[src/rtl/pact_pkg.sv]
package pact_pkg;
    typedef enum logic {
        ST_INIT = 1'b0,
        ST_RUN  = 1'b1
    } pact_state_e;
endpackage

[src/rtl/pact_entry_update.sv]
module pact_entry_update #(
    parameter int NUM_CORES = 8,
    parameter int CNT_W     = 6,
    parameter int SINCE_W   = 8,
    localparam int CORE_W   = $clog2(NUM_CORES),
    localparam int NUM_CL   = NUM_CORES / 2,
    localparam int CL_W     = CORE_W - 1,
    localparam int POP_W    = $clog2(NUM_CORES + 1),
    localparam int CNTS_W   = NUM_CL * CNT_W
) (
    input  logic                 hit,
    input  logic [CORE_W-1:0]    core,
    input  logic [CNTS_W-1:0]    old_cnts,
    input  logic [CNT_W-1:0]     old_top,
    input  logic [CNT_W-1:0]     old_sec,
    input  logic [CL_W-1:0]      old_topid,
    input  logic [NUM_CORES-1:0] old_vec,
    input  logic [POP_W-1:0]     old_pop,
    input  logic [SINCE_W-1:0]   old_since,
    output logic [CNTS_W-1:0]    new_cnts,
    output logic [CNT_W-1:0]     new_top,
    output logic [CNT_W-1:0]     new_sec,
    output logic [CL_W-1:0]      new_topid,
    output logic [NUM_CORES-1:0] new_vec,
    output logic [POP_W-1:0]     new_pop,
    output logic [SINCE_W-1:0]   new_since
);
    logic [CL_W-1:0]      cl;
    logic [CNT_W-1:0]     cur;
    logic [CNT_W-1:0]     inc;
    logic [NUM_CORES-1:0] bit_me;

    assign cl     = core[CORE_W-1:1];
    assign cur    = old_cnts[cl*CNT_W +: CNT_W];
    assign inc    = (cur == {CNT_W{1'b1}}) ? cur : cur + 1'b1;
    assign bit_me = NUM_CORES'(1) << core;

    // one counter slice per cluster
    for (genvar g = 0; g < NUM_CL; g++) begin : g_cl
        always_comb begin
            if (hit)
                new_cnts[g*CNT_W +: CNT_W] = (cl == CL_W'(g)) ? inc : old_cnts[g*CNT_W +: CNT_W];
            else
                new_cnts[g*CNT_W +: CNT_W] = (cl == CL_W'(g)) ? CNT_W'(1) : '0;
        end
    end

    // incremental top/second tracking: only one counter moves per access
    always_comb begin
        if (!hit) begin
            new_top   = CNT_W'(1);
            new_sec   = '0;
            new_topid = cl;
        end else if (cl == old_topid) begin
            new_top   = inc;
            new_sec   = old_sec;
            new_topid = old_topid;
        end else if (inc > old_top) begin
            new_top   = inc;
            new_sec   = old_top;
            new_topid = cl;
        end else begin
            new_top   = old_top;
            new_topid = old_topid;
            new_sec   = (inc > old_sec) ? inc : old_sec;
        end
    end

    always_comb begin
        if (!hit) begin
            new_vec   = bit_me;
            new_pop   = POP_W'(1);
            new_since = '0;
        end else if ((old_vec & bit_me) != '0) begin
            new_vec   = old_vec;
            new_pop   = old_pop;
            new_since = (old_since == {SINCE_W{1'b1}}) ? old_since : old_since + 1'b1;
        end else begin
            new_vec   = old_vec | bit_me;
            new_pop   = old_pop + 1'b1;
            new_since = '0;
        end
    end
endmodule

[src/rtl/pact_rule_check.sv]
module pact_rule_check #(
    parameter int CNT_W   = 6,
    parameter int SINCE_W = 8,
    parameter int POP_W   = 4,
    parameter int CL_W    = 2
) (
    input  logic               home_local,
    input  logic [CL_W-1:0]    req_cl,
    input  logic [CNT_W-1:0]   top,
    input  logic [CNT_W-1:0]   sec,
    input  logic [CL_W-1:0]    topid,
    input  logic [POP_W-1:0]   pop,
    input  logic [SINCE_W-1:0] since,
    input  logic [CNT_W-1:0]   thr_gap,
    input  logic [SINCE_W-1:0] thr_since,
    output logic               migrate,
    output logic               sharer_mode
);
    logic [CNT_W-1:0] gap;
    logic             shared_ok;
    logic             solo_ok;

    assign gap       = top - sec;
    assign shared_ok = (pop > POP_W'(1)) && (gap < thr_gap) && (since > thr_since);
    assign solo_ok   = ((pop == POP_W'(1)) || (gap >= thr_gap)) && (topid == req_cl);

    assign migrate     = !home_local && (shared_ok || solo_ok);
    assign sharer_mode = migrate && shared_ok;
endmodule

[src/rtl/pact_migrate_trigger.sv]
module pact_migrate_trigger
    import pact_pkg::*;
#(
    parameter int NUM_CORES = 8,
    parameter int PAGE_W    = 20,
    parameter int SETS      = 16,
    parameter int WAYS      = 4,
    parameter int CNT_W     = 6,
    parameter int SINCE_W   = 8
) (
    input  logic                          clk,
    input  logic                          rst_n,
    input  logic                          req_valid,
    input  logic [$clog2(NUM_CORES)-1:0]  req_core,
    input  logic [PAGE_W-1:0]             req_page,
    input  logic                          req_home_local,
    input  logic [CNT_W-1:0]              thr_gap,
    input  logic [SINCE_W-1:0]            thr_since,
    output logic                          dec_valid,
    output logic                          dec_migrate,
    output logic                          dec_sharer_mode,
    output logic [NUM_CORES-1:0]          dec_sharers
);
    localparam int CORE_W = $clog2(NUM_CORES);
    localparam int NUM_CL = NUM_CORES / 2;
    localparam int CL_W   = CORE_W - 1;
    localparam int SET_W  = $clog2(SETS);
    localparam int TAG_W  = PAGE_W - SET_W;
    localparam int WAY_W  = $clog2(WAYS);
    localparam int AGE_W  = WAY_W;
    localparam int POP_W  = $clog2(NUM_CORES + 1);
    localparam int CNTS_W = NUM_CL * CNT_W;

    // ---------------- controller ----------------
    pact_state_e      state_q, state_d;
    logic [SET_W-1:0] sweep_q;
    logic             accept;

    always_ff @(posedge clk or negedge rst_n) begin
        if (!rst_n) begin
            state_q <= ST_INIT;
            sweep_q <= '0;
        end else begin
            state_q <= state_d;
            if (state_q == ST_INIT)
                sweep_q <= sweep_q + 1'b1;
        end
    end

    always_comb begin
        state_d = state_q;
        unique case (state_q)
            ST_INIT: if (sweep_q == SET_W'(SETS - 1)) state_d = ST_RUN;
            ST_RUN:  state_d = ST_RUN;
            default: state_d = ST_INIT;
        endcase
    end

    assign accept = req_valid && (state_q == ST_RUN);

    // ---------------- table storage ----------------
    logic                 valid_q [SETS][WAYS];
    logic [TAG_W-1:0]     tag_q   [SETS][WAYS];
    logic [CNTS_W-1:0]    cnt_q   [SETS][WAYS];
    logic [CNT_W-1:0]     top_q   [SETS][WAYS];
    logic [CNT_W-1:0]     sec_q   [SETS][WAYS];
    logic [CL_W-1:0]      topid_q [SETS][WAYS];
    logic [NUM_CORES-1:0] vec_q   [SETS][WAYS];
    logic [POP_W-1:0]     pop_q   [SETS][WAYS];
    logic [SINCE_W-1:0]   since_q [SETS][WAYS];
    logic [AGE_W-1:0]     age_q   [SETS][WAYS];

    logic [SET_W-1:0] set_idx;
    logic [TAG_W-1:0] req_tag;
    assign set_idx = req_page[SET_W-1:0];
    assign req_tag = req_page[PAGE_W-1:SET_W];

    logic [WAYS-1:0] hit_vec, inv_vec, old_vec;
    for (genvar w = 0; w < WAYS; w++) begin : g_way
        assign hit_vec[w] = valid_q[set_idx][w] && (tag_q[set_idx][w] == req_tag);
        assign inv_vec[w] = !valid_q[set_idx][w];
        assign old_vec[w] = (age_q[set_idx][w] == AGE_W'(WAYS - 1));
    end

    logic             hit_any;
    logic [WAY_W-1:0] hit_way, inv_way, lru_way, sel_way;

    always_comb begin
        hit_any = |hit_vec;
        hit_way = '0;
        inv_way = '0;
        lru_way = '0;
        for (int w = 0; w < WAYS; w++)
            if (hit_vec[w]) hit_way = WAY_W'(w);
        for (int w = WAYS - 1; w >= 0; w--)
            if (inv_vec[w]) inv_way = WAY_W'(w);
        for (int w = 0; w < WAYS; w++)
            if (old_vec[w]) lru_way = WAY_W'(w);
        if (hit_any)        sel_way = hit_way;
        else if (|inv_vec)  sel_way = inv_way;
        else                sel_way = lru_way;
    end

    // ---------------- entry update and rule ----------------
    logic [CNTS_W-1:0]    new_cnts;
    logic [CNT_W-1:0]     new_top, new_sec;
    logic [CL_W-1:0]      new_topid;
    logic [NUM_CORES-1:0] new_vec;
    logic [POP_W-1:0]     new_pop;
    logic [SINCE_W-1:0]   new_since;
    logic                 rule_mig, rule_shared;

    pact_entry_update #(
        .NUM_CORES(NUM_CORES), .CNT_W(CNT_W), .SINCE_W(SINCE_W)
    ) u_update (
        .hit       (hit_any),
        .core      (req_core),
        .old_cnts  (cnt_q[set_idx][sel_way]),
        .old_top   (top_q[set_idx][sel_way]),
        .old_sec   (sec_q[set_idx][sel_way]),
        .old_topid (topid_q[set_idx][sel_way]),
        .old_vec   (vec_q[set_idx][sel_way]),
        .old_pop   (pop_q[set_idx][sel_way]),
        .old_since (since_q[set_idx][sel_way]),
        .new_cnts  (new_cnts),
        .new_top   (new_top),
        .new_sec   (new_sec),
        .new_topid (new_topid),
        .new_vec   (new_vec),
        .new_pop   (new_pop),
        .new_since (new_since)
    );

    pact_rule_check #(
        .CNT_W(CNT_W), .SINCE_W(SINCE_W), .POP_W(POP_W), .CL_W(CL_W)
    ) u_rule (
        .home_local  (req_home_local),
        .req_cl      (req_core[CORE_W-1:1]),
        .top         (new_top),
        .sec         (new_sec),
        .topid       (new_topid),
        .pop         (new_pop),
        .since       (new_since),
        .thr_gap     (thr_gap),
        .thr_since   (thr_since),
        .migrate     (rule_mig),
        .sharer_mode (rule_shared)
    );

    // storage writes: init sweep or accepted request
    always_ff @(posedge clk) begin
        if (state_q == ST_INIT) begin
            for (int w = 0; w < WAYS; w++) begin
                valid_q[sweep_q][w] <= 1'b0;
                age_q[sweep_q][w]   <= AGE_W'(w);
            end
        end else if (accept) begin
            valid_q[set_idx][sel_way] <= 1'b1;
            tag_q[set_idx][sel_way]   <= req_tag;
            cnt_q[set_idx][sel_way]   <= new_cnts;
            top_q[set_idx][sel_way]   <= new_top;
            sec_q[set_idx][sel_way]   <= new_sec;
            topid_q[set_idx][sel_way] <= new_topid;
            vec_q[set_idx][sel_way]   <= new_vec;
            pop_q[set_idx][sel_way]   <= new_pop;
            since_q[set_idx][sel_way] <= new_since;
            for (int w = 0; w < WAYS; w++) begin
                if (WAY_W'(w) == sel_way)
                    age_q[set_idx][w] <= '0;
                else if (age_q[set_idx][w] < age_q[set_idx][sel_way])
                    age_q[set_idx][w] <= age_q[set_idx][w] + 1'b1;
            end
        end
    end

    // registered decision outputs
    always_ff @(posedge clk or negedge rst_n) begin
        if (!rst_n) begin
            dec_valid       <= 1'b0;
            dec_migrate     <= 1'b0;
            dec_sharer_mode <= 1'b0;
            dec_sharers     <= '0;
        end else begin
            dec_valid       <= accept;
            dec_migrate     <= accept && rule_mig;
            dec_sharer_mode <= accept && rule_shared;
            dec_sharers     <= accept ? new_vec : '0;
        end
    end

    // ---------------- assertions ----------------

    init_quiet_chk: assert property (@(posedge clk) disable iff (!rst_n)
        (state_q == ST_INIT) |=> !dec_valid);


    dec_follows_req_chk: assert property (@(posedge clk) disable iff (!rst_n)
        dec_valid |-> $past(req_valid && (state_q == ST_RUN)));


    req_gets_dec_chk: assert property (@(posedge clk) disable iff (!rst_n)
        accept |=> dec_valid);


    local_no_mig_chk: assert property (@(posedge clk) disable iff (!rst_n)
        dec_migrate |-> !$past(req_home_local));


    mode_implies_mig_chk: assert property (@(posedge clk) disable iff (!rst_n)
        dec_sharer_mode |-> dec_migrate);


    requester_bit_chk: assert property (@(posedge clk) disable iff (!rst_n)
        dec_valid |-> dec_sharers[$past(req_core)]);


    pop_match_chk: assert property (@(posedge clk) disable iff (!rst_n)
        (accept && hit_any) |-> ($countones(vec_q[set_idx][sel_way]) == int'(pop_q[set_idx][sel_way])));


    rank_order_chk: assert property (@(posedge clk) disable iff (!rst_n)
        (accept && hit_any) |-> (sec_q[set_idx][sel_way] <= top_q[set_idx][sel_way]));
endmodule

[config.mk]
export PLATFORM = sky130hd
export DESIGN_NAME = pact_migrate_trigger
export DESIGN_NICKNAME = d
export VERILOG_FILES = /design/src/rtl/pact_pkg.sv /design/src/rtl/pact_entry_update.sv /design/src/rtl/pact_rule_check.sv /design/src/rtl/pact_migrate_trigger.sv
export SDC_FILE = /design/constraint.sdc
export NUM_CORES = 2
export LEC_CHECK = 0
export BUFFER_PORTS_ARGS = -buffer_cell sky130_fd_sc_hd__buf_4
export CORE_MARGIN = 2
export CORE_UTILIZATION = 45
export DETAILED_ROUTE_END_ITERATION = 8
export PLACE_DENSITY = 0.69
export SLEW_MARGIN = 20
export SYNTH_ARGS = -nofsm -noshare
export SYNTH_HDL_FRONTEND = slang
export SYNTH_MEMORY_MAX_BITS = 65536
export SYNTH_SLANG_ARGS = --single-unit
export TNS_END_PERCENT = 50
[constraint.sdc]
create_clock -name clk -period 21.1 [get_ports clk]
set_clock_uncertainty 0.05 [all_clocks]
set_input_delay 2.11 -clock clk [delete_from_list [all_inputs] [get_ports clk]]
set_output_delay 2.11 -clock clk [all_outputs]
set_load 0.02 [all_outputs]
==> flow_summary.ini <==
[outcome]
status = finished clean

[sta]
maxSlewViolCount = 0
finalHoldViolations = 0
worst_slew_pin_slew_ns = 1.24
setup_viol = 0
final.setup.tns_ns = 0
setup_ws_ns = 5.96
maxSlewHeadroom_pct = 17.6
fin_crit_ns = 15.14
clock.fmax_mhz = 66.1
rsz0062_at_grt = false
finalCritPeriodShare_pct = 71.7

[synthesis]
netlist_top_cells_area = edfxtp_1, mux4_2, mux2i_1
yosysSeqAreaShare_pct = 76.5
yosys.area.top_type = edfxtp_1
ys.flop_type = edfxtp_1
ys_async_sr_fraction_pct = 0.324
synth_edf_count = 4928
synth_top_area_share_pct = 76.3
synth.most_common_cell = edfxtp_1
synth_area_um2 = 194000
ys_top_cells_by_count = edfxtp_1, mux4_2, nor2_1
avgSynthCellArea_um2 = 22.6
synth_warnings = 0
netlist_instances = 8600
synth.distinct_cells = 101
ys_ff_latch = 4944
synth_nets = 8684

[clock_tree]
hold_buffers = 0
clock_latency_ns = 1.03
cts-root-buf = clkbuf_16
cts_resized = 0
cts_tree = yes
clk_pin_slew_ns = 0.06
clk_path_buf_depth = 4
cts-htree-levels = 5
cts_inserted_buffers = 466
post_cts_buffers = 0
clock-sinks = 4944

[place]
place_ws_ns = 4.99
port_buffers = 51
gp_congestion = 0.900
hpwl_um = 290000
dpl.cell_count = 14200

[power_and_ir_drop]
p_comb_share_pct = 5.3
swShare_pct = 21.6
p_int_mw = 15.6
p_per_area_nw_per_um2 = 91.4
p_sw_mw = 4.30
power_frac_seq_pct = 54.1
vdd_drop_max_uv = 80.4
finalPower_mw = 19.9
clkPwrFrac_pct = 40.6
p_leak_nw = 74.0

[finish]
drive_above_1_share_pct = 28.0
regArea_um2 = 148000
multiInputGateArea_um2 = 43700
finalNetCount = 9072
final_cell_count_no_fill = 15100
fill_cells = 33100
syn_to_final_growth_pct = 12.1

[worst_hold_path]
min-delay-start = sweep_q[0]
worstHoldPathType = register to register
worst_hold_path.num_cells = 1
whs_endpoint = sweep_q[0]

[floorplanning]
die_area_um2 = 436000
die_x_um = 661
core_um2 = 430000
rows = 241
fp.dieH_um = 661
initial_utilization_pct = 45.1
ioPinCount = 52

[worst_setup_path]
r2r_cells = 44
endpoint_kind = register
reg2reg_slack_ns = 8.89
cp_num_cells = 47
cp-start-kind = input pin
critPathSlowestCell = buf_4
cpPeakStageDelay_ns = 0.77
path_buf_inv = 5
rr_startpoint = age_q[11][0]
cp.required_ns = 21.94
worst-path-max-fanout = 121
path_delay_family = compound AO/OA/AOI/OAI gates
crit_top_cell = a21oi_1
r2r-end = dec_migrate
arrival_ns = 15.98
path_class = input pin to register

[routing]
wl_um = 545000
postRouteAntennaNets = 0
first_pass_iters = 6
first_iter_violations = 16000
vias_per_cell = 6.50
via_count = 98000
drc = 0
wl_per_cell_um = 36.1

[global_routing]
use_met2_pct = 38.5
grt_max_degree = 145
grt-ovfl-total = 0
top_usage_layer = met2
antenna_found_initial = 13
met1_usage_pct = 33.8
grt_util_all_layers_pct = 24.7
grt_pass1_vias = 96600
met3_usage_pct = 5.39
grt_pass1_wl_um = 757000

[job]
drv_cap = 0
==> logic make-up (layout without fill, tap and decap cells) <==
family | Yosys count | count (layout) | share of synthesized area (%)
AOI/OAI and AO/OA | 493 | 493 | 1.76
xor gates and xnor gates | 78 | 78 | 0.352
adders and majority gates | 43 | 43 | 0.281
buffers and inverters | 560 | 1326 | 1.52
DFF | 4944 | 4944 | 76.5
muxes | 1676 | 1676 | 17.5
other | 0 | 16 | 0
and+or+nand+nor | 806 | 806 | 2.05
==> how the worst max path moves through the flow <==
| stage | startpoint | end | slack, ns |
|---|---|---|---|
| after floorplan | req_page[1] | dec_migrate | 3.21 |
| after global placement | req_page[1] | dec_migrate | 4.99 |
| after detailed placement | req_page[1] | dec_migrate | 4.99 |
| after CTS | req_page[1] | dec_migrate | 6.03 |
| after global routing | req_page[1] | dec_migrate | 5.54 |
| final | req_page[1] | dec_migrate | 5.96 |
==> per-layer routing <==
| layer | vias up | share of wire, % |
|---|---|---|
| met5 | - | 0.0068 |
| met4 | 6 | 5.0 |
| met3 | 1275 | 12 |
| met2 | 7190 | 47 |
| met1 | 52300 | 36 |
| li1 | 37300 | - |
==> power by group through the flow <==
| stage | combinational, mW | clock [mW] | sequential [mW] |
|---|---|---|---|
| finish | 1.05 | 8.06 | 10.8 |
| CTS | 1.04 | 8.12 | 10.8 |
| detailed placement | 1.03 | 0 | 11.0 |
| floorplan | 0.648 | 0 | 11.0 |
| global route | 1.10 | 8.49 | 10.8 |
| global placement | 1.01 | 0 | 11.0 |
==> cell type report <==
cell class,count,area share [%]
multi-input cells,3096,20.1
diodes,16,0.0184
flip-flops and latches,4944,68.2
well taps,5710,3.29
clock buffers,596,5.70
repair buffers,390,1.54
clock inverters,250,0.945
inverters,90,0.155
==> state kept, by name, indices dropped and copies added, names as in the netlist, 4 cells and up <==
register     cells
vec_q          512
cnt_q         1536
sec_q          384
tag_q         1024
since_q        512
topid_q        128
dec_sharers      8
sweep_q          4
age_q          128
top_q          384
pop_q          256
valid_q         64
==> cells in the final DEF (no fill, tap or decap), types with 78 or more instances in the layout <==
cell type / n
edfxtp_1: 4928
mux4_2: 1371
clkbuf_16: 475
buf_4: 359
nor2_1: 279
mux2i_1: 220
clkinv_1: 123
clkbuf_1: 115
nand2_1: 114
o22ai_1: 103
mux2_2: 82
inv_1: 78
==> per-stage QoR <==
stage / hold slack [ns] / util, % / cell area (µm²)
finish: 0.543 / 50.6 / 217000
detailed placement: 0.530 / 47.2 / 203000
CTS: 0.538 / 50.5 / 217000
floorplan: 0.469 / - / 194000
global placement: 0.499 / 47.1 / 203000
global route: 0.586 / 50.6 / 217000
(Power assumes the default switching activity.)
